$ cat src/rtl/gpio_pkg.sv
package gpio_pkg;
    localparam int GP_AW = 8;
    localparam int GP_DW = 32;

    localparam logic [GP_AW-1:0] OFS_DOUT   = 8'h00;
    localparam logic [GP_AW-1:0] OFS_DIN    = 8'h04;
    localparam logic [GP_AW-1:0] OFS_DIR    = 8'h08;
    localparam logic [GP_AW-1:0] OFS_SET    = 8'h10;
    localparam logic [GP_AW-1:0] OFS_CLR    = 8'h14;
    localparam logic [GP_AW-1:0] OFS_PULLEN = 8'h18;
    localparam logic [GP_AW-1:0] OFS_PULLTY = 8'h1C;
    localparam logic [GP_AW-1:0] OFS_IEN    = 8'h20;
    localparam logic [GP_AW-1:0] OFS_ISTAT  = 8'h24;
    localparam logic [GP_AW-1:0] OFS_IMASK  = 8'h2C;
    localparam logic [GP_AW-1:0] OFS_IACK   = 8'h30;
    localparam logic [GP_AW-1:0] OFS_ITYPE  = 8'h34;
    localparam logic [GP_AW-1:0] OFS_IBOTH  = 8'h38;
    localparam logic [GP_AW-1:0] OFS_IPOL   = 8'h3C;
    localparam logic [GP_AW-1:0] OFS_DBEN   = 8'h40;
    localparam logic [GP_AW-1:0] OFS_DBPRE  = 8'h44;

    typedef enum logic [0:0] {
        DB_STABLE = 1'b0,
        DB_SETTLE = 1'b1
    } db_state_t;
endpackage

$ cat src/rtl/gpio_tick_gen.sv
module gpio_tick_gen #(
    parameter int TICK_DIV = 4
) (
    input  logic clk,
    input  logic rst_n,
    output logic tick
);
    localparam int CW = (TICK_DIV > 1) ? $clog2(TICK_DIV) : 1;
    localparam logic [CW-1:0] LAST = CW'(TICK_DIV - 1);

    logic [CW-1:0] cnt;

    always_ff @(posedge clk or negedge rst_n) begin
        if (!rst_n)          cnt <= '0;
        else if (cnt == LAST) cnt <= '0;
        else                 cnt <= cnt + 1'b1;
    end

    assign tick = (cnt == LAST);
endmodule

$ cat src/rtl/gpio_pin_filter.sv
module gpio_pin_filter
    import gpio_pkg::*;
#(
    parameter int SYNC_STAGES = 2,
    parameter int PRE_W       = 8
) (
    input  logic             clk,
    input  logic             rst_n,
    input  logic             pin_raw,
    input  logic             deb_en,
    input  logic             tick,
    input  logic [PRE_W-1:0] pre,
    output logic             filt
);
    logic [SYNC_STAGES-1:0] sync_q;
    logic                   s;
    db_state_t              state, state_nx;
    logic [PRE_W-1:0]       cnt;

    always_ff @(posedge clk or negedge rst_n) begin
        if (!rst_n) sync_q <= '0;
        else        sync_q <= {sync_q[SYNC_STAGES-2:0], pin_raw};
    end
    assign s = sync_q[SYNC_STAGES-1];

    // next-state logic
    always_comb begin
        state_nx = state;
        unique case (state)
            DB_STABLE: if (deb_en && (s != filt)) state_nx = DB_SETTLE;          // DIFFER
            DB_SETTLE: begin
                if (!deb_en || (s == filt))       state_nx = DB_STABLE;          // MATCH
                else if (tick && (cnt == pre))    state_nx = DB_STABLE;          // ACCEPT
            end
            default:                              state_nx = DB_STABLE;
        endcase
    end

    // state register
    always_ff @(posedge clk or negedge rst_n) begin
        if (!rst_n) state <= DB_STABLE;
        else        state <= state_nx;
    end

    // datapath: counter and accepted value
    always_ff @(posedge clk or negedge rst_n) begin
        if (!rst_n) begin
            cnt  <= '0;
            filt <= 1'b0;
        end else if (!deb_en) begin
            cnt  <= '0;
            filt <= s;
        end else begin
            unique case (state)
                DB_STABLE: cnt <= '0;
                DB_SETTLE: begin
                    if (s == filt) cnt <= '0;
                    else if (tick) begin
                        if (cnt == pre) begin
                            filt <= s;
                            cnt  <= '0;
                        end else begin
                            cnt <= cnt + 1'b1;
                        end
                    end
                end
                default: cnt <= '0;
            endcase
        end
    end


    deb_hold_chk: assert property (@(posedge clk) disable iff (!rst_n)
        ($past(deb_en) && !$past(tick)) |-> $stable(filt));
endmodule

$ cat src/rtl/gpio_irq_detect.sv
module gpio_irq_detect #(
    parameter int DW = 32
) (
    input  logic          clk,
    input  logic          rst_n,
    input  logic [DW-1:0] filt,
    input  logic [DW-1:0] en,
    input  logic [DW-1:0] typ,
    input  logic [DW-1:0] pol,
    input  logic [DW-1:0] both,
    input  logic          ack_wr,
    input  logic [DW-1:0] ack_bits,
    output logic [DW-1:0] stat
);
    logic [DW-1:0] prev, rise, fall, edge_evt, edge_q, lvl_stat;

    always_ff @(posedge clk or negedge rst_n) begin
        if (!rst_n) prev <= '0;
        else        prev <= filt;
    end

    assign rise = filt & ~prev;
    assign fall = ~filt & prev;

    always_comb begin
        for (int i = 0; i < DW; i++) begin
            logic hit;
            if (both[i]) hit = rise[i] | fall[i];
            else if (pol[i]) hit = fall[i];
            else hit = rise[i];
            edge_evt[i] = en[i] & ~typ[i] & hit;
        end
    end

    always_ff @(posedge clk or negedge rst_n) begin
        if (!rst_n) edge_q <= '0;
        else        edge_q <= (edge_q & ~(ack_wr ? ack_bits : '0)) | edge_evt;
    end

    assign lvl_stat = en & typ & (filt ^ pol);
    assign stat     = (typ & lvl_stat) | (~typ & edge_q);


    edge_enable_chk: assert property (@(posedge clk) disable iff (!rst_n)
        ((edge_q & ~$past(edge_q) & ~$past(en)) == '0));


    edge_hold_chk: assert property (@(posedge clk) disable iff (!rst_n)
        !$past(ack_wr) |-> ((edge_q & $past(edge_q)) == $past(edge_q)));
endmodule

$ cat src/rtl/gpio_irq_unit.sv
module gpio_irq_unit
    import gpio_pkg::*;
#(
    parameter int TICK_DIV    = 4,
    parameter int PRE_W       = 8,
    parameter int SYNC_STAGES = 2
) (
    input  logic             clk,
    input  logic             rst_n,
    input  logic             bus_sel,
    input  logic             bus_wr,
    input  logic [GP_AW-1:0] bus_addr,
    input  logic [GP_DW-1:0] bus_wdata,
    output logic [GP_DW-1:0] bus_rdata,
    input  logic [GP_DW-1:0] pin_in,
    output logic [GP_DW-1:0] pin_out,
    output logic [GP_DW-1:0] pin_oe,
    output logic             irq_out
);
    localparam int DW = GP_DW;

    logic [DW-1:0] dout_q, dir_q, pullen_q, pullty_q;
    logic [DW-1:0] ien_q, imask_q, itype_q, iboth_q, ipol_q, dben_q;
    logic [PRE_W-1:0] dbpre_q;
    logic [DW-1:0] filt, stat;
    logic tick, wr, ack_wr;

    assign wr     = bus_sel & bus_wr;
    assign ack_wr = wr && (bus_addr == OFS_IACK);

    always_ff @(posedge clk or negedge rst_n) begin
        if (!rst_n) begin
            dout_q <= '0; dir_q <= '0; pullen_q <= '0; pullty_q <= '0;
            ien_q <= '0; imask_q <= '0; itype_q <= '0; iboth_q <= '0;
            ipol_q <= '0; dben_q <= '0; dbpre_q <= '0;
        end else if (wr) begin
            case (bus_addr)
                OFS_DOUT:   dout_q   <= bus_wdata;
                OFS_SET:    dout_q   <= dout_q | bus_wdata;
                OFS_CLR:    dout_q   <= dout_q & ~bus_wdata;
                OFS_DIR:    dir_q    <= bus_wdata;
                OFS_PULLEN: pullen_q <= bus_wdata;
                OFS_PULLTY: pullty_q <= bus_wdata;
                OFS_IEN:    ien_q    <= bus_wdata;
                OFS_IMASK:  imask_q  <= bus_wdata;
                OFS_ITYPE:  itype_q  <= bus_wdata;
                OFS_IBOTH:  iboth_q  <= bus_wdata;
                OFS_IPOL:   ipol_q   <= bus_wdata;
                OFS_DBEN:   dben_q   <= bus_wdata;
                OFS_DBPRE:  dbpre_q  <= bus_wdata[PRE_W-1:0];
                default: ;
            endcase
        end
    end

    always_comb begin
        bus_rdata = '0;
        if (bus_sel) begin
            case (bus_addr)
                OFS_DOUT:   bus_rdata = dout_q;
                OFS_DIN:    bus_rdata = filt;
                OFS_DIR:    bus_rdata = dir_q;
                OFS_PULLEN: bus_rdata = pullen_q;
                OFS_PULLTY: bus_rdata = pullty_q;
                OFS_IEN:    bus_rdata = ien_q;
                OFS_ISTAT:  bus_rdata = stat;
                OFS_IMASK:  bus_rdata = imask_q;
                OFS_ITYPE:  bus_rdata = itype_q;
                OFS_IBOTH:  bus_rdata = iboth_q;
                OFS_IPOL:   bus_rdata = ipol_q;
                OFS_DBEN:   bus_rdata = dben_q;
                OFS_DBPRE:  bus_rdata = DW'(dbpre_q);
                default:    bus_rdata = '0;
            endcase
        end
    end

    gpio_tick_gen #(.TICK_DIV(TICK_DIV)) u_tick (
        .clk(clk), .rst_n(rst_n), .tick(tick)
    );

    for (genvar g = 0; g < DW; g++) begin : g_pin
        gpio_pin_filter #(.SYNC_STAGES(SYNC_STAGES), .PRE_W(PRE_W)) u_filt (
            .clk(clk), .rst_n(rst_n), .pin_raw(pin_in[g]), .deb_en(dben_q[g]),
            .tick(tick), .pre(dbpre_q), .filt(filt[g])
        );
    end

    gpio_irq_detect #(.DW(DW)) u_det (
        .clk(clk), .rst_n(rst_n), .filt(filt), .en(ien_q), .typ(itype_q),
        .pol(ipol_q), .both(iboth_q), .ack_wr(ack_wr), .ack_bits(bus_wdata),
        .stat(stat)
    );

    assign pin_out = dout_q;
    assign pin_oe  = dir_q;
    assign irq_out = |(stat & ~imask_q);


    set_port_chk: assert property (@(posedge clk) disable iff (!rst_n)
        (wr && bus_addr == OFS_SET) |=> ((pin_out & $past(bus_wdata)) == $past(bus_wdata)));


    clr_port_chk: assert property (@(posedge clk) disable iff (!rst_n)
        (wr && bus_addr == OFS_CLR) |=> ((pin_out & $past(bus_wdata)) == '0));


    mask_all_chk: assert property (@(posedge clk) disable iff (!rst_n)
        (&imask_q) |-> !irq_out);
endmodule

$ cat config.mk
export PLATFORM = sky130hd
export DESIGN_NAME = gpio_irq_unit
export DESIGN_NICKNAME = d
export VERILOG_FILES = /design/src/rtl/gpio_pkg.sv /design/src/rtl/gpio_tick_gen.sv /design/src/rtl/gpio_pin_filter.sv /design/src/rtl/gpio_irq_detect.sv /design/src/rtl/gpio_irq_unit.sv
export SDC_FILE = /design/constraint.sdc
export NUM_CORES = 2
export LEC_CHECK = 0
export ABC_AREA = 1
export ABC_CLOCK_PERIOD_IN_PS = 6800
export BUFFER_PORTS_ARGS = -buffer_cell sky130_fd_sc_hd__buf_4
export CORE_UTILIZATION = 45
export CTS_BUF_LIST = sky130_fd_sc_hd__clkbuf_16
export DETAILED_ROUTE_END_ITERATION = 10
export HOLD_SLACK_MARGIN = 0.12
export PLACE_DENSITY_LB_ADDON = 0.08
export SLEW_MARGIN = 20
export SYNTH_ARGS = -nofsm -noshare
export SYNTH_HDL_FRONTEND = slang
export SYNTH_HIERARCHICAL = 1
export SYNTH_SLANG_ARGS = --single-unit
$ cat constraint.sdc
create_clock -name clk -period 6.8 [get_ports clk]
set_input_delay 0.68 -clock clk [delete_from_list [all_inputs] [get_ports clk]]
set_output_delay 0.68 -clock clk [all_outputs]
set_load 0.02 [all_outputs]
== Word-level counts from Yosys, hierarchy flattened ==
Index checks and enable logic that the tools add are counted.

* Register bits: 778
* Output and inout port bits: 97
* Input port bits: 76
* Logic and storage cells: 1319

* $add $sub $neg: 33
* Bitwise gates (word level): 180
* Reduce and logical (&&, ||, !) cells: 175
* Mux-type cells: 517
* Eq/ne operators: 272

{| class="wikitable"
|+ Operators by type and width
! operator !! count
|-
| two-way mux 8 bit || 128
|-
| case mux 8 bit (2 select lines) || 32
|-
| case mux 32 bit (13 select lines) || 1
|-
| two-way mux 1 bit || 320
|-
| bitwise AND 32 bit || 9
|-
| adder 8 x 1 -> 8 bit (second input constant) || 32
|-
| equality test 8 bit || 32
|-
| != test 2 x 1 -> 1 bit (second input constant) || 96
|-
| NOT 32 bit || 6
|-
| AND reduction 4 bit || 32
|-
| != test 4 bit (second input constant) || 31
|-
| OR 32 bit || 3
|-
| case mux 32 bit (3 select lines) || 1
|-
| bitwise AND 1 bit || 65
|-
| logical AND 1 bit || 65
|-
| two-way mux 32 bit || 2
|-
| != test 2 bit (second input constant) || 32
|-
| NOT 1 bit || 64
|-
| case mux 1 bit (2 select lines) || 32
|-
| equality test 8 x 6 -> 1 bit (second input constant) || 7
|-
| equality test 1 bit || 32
|-
| equality test 8 x 5 -> 1 bit (second input constant) || 4
|-
| logical NOT 1 bit || 32
|-
| logical OR 1 bit || 32
|-
| other kinds (14) || 87
|}

== Longest topological paths before layout ==
* Depth in word-level cells: 6
* Gate-level depth with buffers: 11
* Mapped depth without buffers: 9

== By module ==
The synthesis kept the hierarchy.

{| class="wikitable"
|+ By module, submodules not included
! module !! seq. area each (µm²) !! area an instance (µm²) !! cells an instance !! instances
|-
| gpio_pin_filter || 300.3 || 745.7 || 106 || 32
|-
| gpio_irq_unit || 8207.9 || 16124.2 || 2118 || 1
|-
| gpio_irq_detect || 1601.5 || 5078.6 || 803 || 1
|-
| gpio_tick_gen || 50.0 || 66.3 || 4 || 1
|}

== Worst setup path before layout ==
No wires, ideal clock.

* Path kind: reg2reg
* Start point: register u_tick.cnt[0]
* End point: register g_pin[0].u_filt.cnt[0]
* Cell stages (with the launch flop): 5
* Data arrival time: 5.003 ns
* Path buffers: 0
* Library setup time: 0.137 ns
* Data required time: 6.663 ns
* Path slack: 1.660 ns
* Clock period less this slack: 5.140 ns
* Cell sequence: dfrtp_1 -> ha_1 -> nand3_1 -> nand2_1 -> nor2_1

* Cells in the longest elaborated chain, start to end: 2

{| class="wikitable"
|+ RTL lines
! what !! line !! source
|-
| start, declared || gpio_tick_gen.sv:11 || <nowiki>logic [CW-1:0] cnt;</nowiki>
|-
| start signal, assigned || gpio_tick_gen.sv:16 || <nowiki>else cnt <= cnt + 1'b1;</nowiki>
|-
| equality test 2 bit || gpio_tick_gen.sv:19 || <nowiki>assign tick = (cnt == LAST);</nowiki>
|-
| named net tick || gpio_irq_unit.sv:26 || <nowiki>logic tick, wr, ack_wr;</nowiki>
|-
| != test 4 x 3 -> 1 bit (no line) || n/a ||
|-
| end signal, assigned || gpio_pin_filter.sv:63 || <nowiki>cnt <= cnt + 1'b1;</nowiki>
|-
| end, declared || gpio_pin_filter.sv:18 || <nowiki>logic [PRE_W-1:0] cnt;</nowiki>
|}

The timed path passes the listed nets, and every way through them passes these cells.
A chain may end at the register's enable or synchronous reset.

== Final worst setup path ==
* Start point: input bus_addr[7]
* End point: output bus_rdata[31]

* Cells in the longest elaborated chain, start to end: 3
* Elaborated cells between the ends (all ways): 15
* Classes of those cells: eq/ne: 12; mux: 2; reduce/logical: 1

{| class="wikitable"
|+ RTL lines
! what !! line !! source
|-
| start, declared || gpio_irq_unit.sv:12 || <nowiki>input logic [GP_AW-1:0] bus_addr,</nowiki>
|-
| equality test 8 x 7 -> 1 bit (tied with other cells) || gpio_irq_unit.sv:59 || <nowiki>case (bus_addr)</nowiki>
|-
| case mux 32 bit (13 select lines) * || gpio_irq_unit.sv:59 ||
|-
| two-way mux 32 bit * || gpio_irq_unit.sv:58 || <nowiki>if (bus_sel) begin</nowiki>
|-
| end, declared || gpio_irq_unit.sv:14 || <nowiki>output logic [GP_DW-1:0] bus_rdata,</nowiki>
|}

Mark *: on every way between the ends. The rest lies on a longest branch, timed or not.

==> results.txt <==
Outcome = completed
First-pass GRT wire length = 219000 um
Placer Congestion = 0.861
Post-synthesis adder-cell area fraction = 0.0269
Antenna-violating nets left = 0
Port Buffer Count = 172
Critical Path RT = 6.12 ns
Worst Tran Pin Value = 1.13 ns
Worst-path clk slew = 0.06 ns
Die Y = 319 um
Filler cells = 9734
Total GRT Usage = 0.274
Largest net degree at the start of global routing = 150
Total grt overflow = 0
Die area = 0.102 mm2
YS warnings = 6
CTS Hold Buffers Added = 33
Clk_skew = 0.0302 ns
Slew HR = 0.247
Post-cts sizing count = 0
Synth Net Count = 6490
Vias/cell = 5.20
Initial antenna violation count = 1
Initial cell density of the core = 0.457
IO Pins = 173
Seq/Total Area, Yosys = 0.431
Fmax = 0.256 GHz
Initial drt markers = 3287
Die width = 319 um
CP endpoint kind = output pin
P_leak = 25.5 nW
Post-synthesis xor/xnor area fraction = 0.0426
Clock Sink Count = 778
Cell area after synthesis = 0.0451 mm2
Period minus WS final = 3.90 ns
Final period utilization = 0.574
Hold depth = 4
Setup violations, final = 0
Worst setup margin = 2.90 ns
Number of global-route vias before repair = 38.0k
CP Max Fanout = 56
Routed len/inst = 17.7 um
CTS tree = built
Hold WS = 0.296 ns
Crit Path Category = primary input to output pin
Syn_area_per_cell = 7.14 um2
Largest family of logic cells by synthesized area = simple AND/OR/NAND/NOR gates
Total Neg Setup Slack = 0 ns
Hold Crit Class = primary input to flop
VDD IR max = 183 uV
Final net count = 6680
Post-synthesis cell count = 6317
Final hold violations = 0
Post-CTS Setup Inserts = 0
RSZ-0062 raised after global routing = false
Layout cells sized above 1 = 0.0749
Final slew viol count = 0
CORE AREA = 0.0989 mm2
Detailed placement HPWL = 87100 um
Pre-CTS setup slack = 2.75 ns
DRT Pass-1 Iters = 9
Pwr dens = 203 mW/mm2
H-tree levels = 3
Max Cap Viol = 0
Levels on crit path = 12
Antenna cells = 0
CP max stage delay = 0.74 ns
FP Rows = 115
Slowest stage cell on the critical path = buf_4
CTS Buf Count = 92
Longest Clk Path Bufs = 3
Critical Path Source Type = primary input
DRC = 0
Mux cell area share after synthesis = 0
WP buf/inv = 5
Worst Path Arrival = 3.22 ns
Vias post-DR = 40.9k
Root buf cell = clkbuf_16
WL final = 139000 um
Area growth, synth to finish = 12.6%
Crit path cell chain = buf_4, inv_1, nand2_1, nor2_4, buf_4, nand3_1, nand2_1, nor2_1, nand3_1, nand2_1, inv_1, buf_4
Compound-gate portion of the synthesized area = 0.0548
#FFs+latches synth = 778
Clk_lat worst skew = 0.67 ns
Worst path top cell family by delay = simple AND/OR/NAND/NOR gates
Synth unique cells = 34
Synth Area in Simple Gates = 0.363
FF-to-FF path depth = 8
-- final timing paths --
path                                       startpoint                    endpoint  slack, ns
setup / recovery                          bus_addr[7]               bus_rdata[31]       2.90
hold / removal                          bus_wdata[22]            u_det/edge_q[22]       0.30
setup reg to reg                           dbpre_q[7]     g_pin[14].u_filt/cnt[0]       4.32
hold reg to reg            g_pin[30].u_filt/sync_q[0]  g_pin[30].u_filt/sync_q[1]       0.34
max in group asynchronous                       rst_n      g_pin[2].u_filt/cnt[4]       4.42
min in group asynchronous                       rst_n      g_pin[4].u_filt/cnt[1]       0.68
-- synthesized netlist by cell type (all sizes together) --
cell type	n	share of area
a21oi	34	0.0040
a31oi	32	0.0044
and3	32	0.0053
buf	83	0.010
clkbuf	63	0.0052
dfrtp	778	0.43
ha	97	0.027
inv	788	0.066
nand2	2172	0.18
nand3	782	0.091
nand3b	32	0.0053
nand4	96	0.013
nor2	725	0.067
nor3	1	0.00011
nor4	1	0.00047
o211ai	1	0.00017
o21a	8	0.0013
o21ai	385	0.043
o22ai	15	0.0021
xnor2	128	0.025
xor2	64	0.018
-- flip-flops by register name, indices dropped and copies added (netlist names) --
name / count
dben_q: 32
dbpre_q: 8
g_pin.u_filt/cnt: 256
g_pin.u_filt/filt: 32
g_pin.u_filt/state: 32
g_pin.u_filt/sync_q: 64
iboth_q: 32
ien_q: 32
imask_q: 32
ipol_q: 32
itype_q: 32
pin_oe: 32
pin_out: 32
pullen_q: 32
pullty_q: 32
u_det/edge_q: 32
u_det/prev: 32
u_tick/cnt: 2
-- area by class of cell --
class | instances | area [um2] | share of cell area
tap | 1287 | 1610 | 0.0317
timing repair buffer | 242 | 1960 | 0.0385
multi-input combinational | 4605 | 22100 | 0.435
sequential | 778 | 19500 | 0.384
clock inverter | 64 | 374 | 0.00736
inverter | 788 | 2960 | 0.0582
clock buffer | 93 | 2330 | 0.0458
-- worst min-delay path, cell delays in order --
cell	delay (ns)
buf_4	0.09
nand2_1	0.05
nand2_1	0.05
nand2_1	0.05
-- cells in the final DEF, fill, tap and decap left out, types with 33 or more instances in the layout --
cell,synthesis,final
buf_4,7,204
ha_1,97,96
dfrtp_1,778,770
nand2_1,2164,2164
xnor2_1,128,128
dlygate4sd3_1,0,33
nor2_4,36,42
nor2_1,685,680
nand4_1,96,96
o21ai_0,245,245
inv_1,782,809
clkbuf_16,0,93
o21ai_1,139,139
nand3_1,745,745
a21oi_1,33,33
-- report_power, final --
part           total, mW  leakage, nW  internal (mW)  switching (mW)
clock               4.61         1.42           2.60            2.01
sequential          4.92         10.4           4.74           0.181
combinational      0.780         13.7          0.252           0.528
-- stage by stage --
stage,cells,cell area (um2),utilization,power (mW)
4_1_cts,7857,50800,0.514,10.4
3_3_place_gp,7667,47800,0.483,5.76
6_report,7857,50800,0.514,10.3
3_5_place_dp,7667,47800,0.483,5.77
5_1_grt,7857,50800,0.514,10.7
2_1_floorplan,6317,45100,-,5.37
-- cell families (layout without fill, tap and decap cells) --
family | Yosys count | after routing
buffers and inverters | 934 | 1187
AOI/OAI and AO/OA | 475 | 475
adders and majority gates | 97 | 97
xor gates and xnor gates | 192 | 192
and+or+nand+nor | 3841 | 3841
DFF | 778 | 778
-- per-layer routing --
layer / vias to the layer above / share of wire / global-route usage
met3: 249 / 0.069 / 0.0479
met2: 1165 / 0.45 / 0.436
met4: 2 / 0.032 / 0.0882
met1: 19240 / 0.45 / 0.377
li1: 20235 / - / -
met5: - / 0.00012 / 0
(Power assumes the default switching activity.)
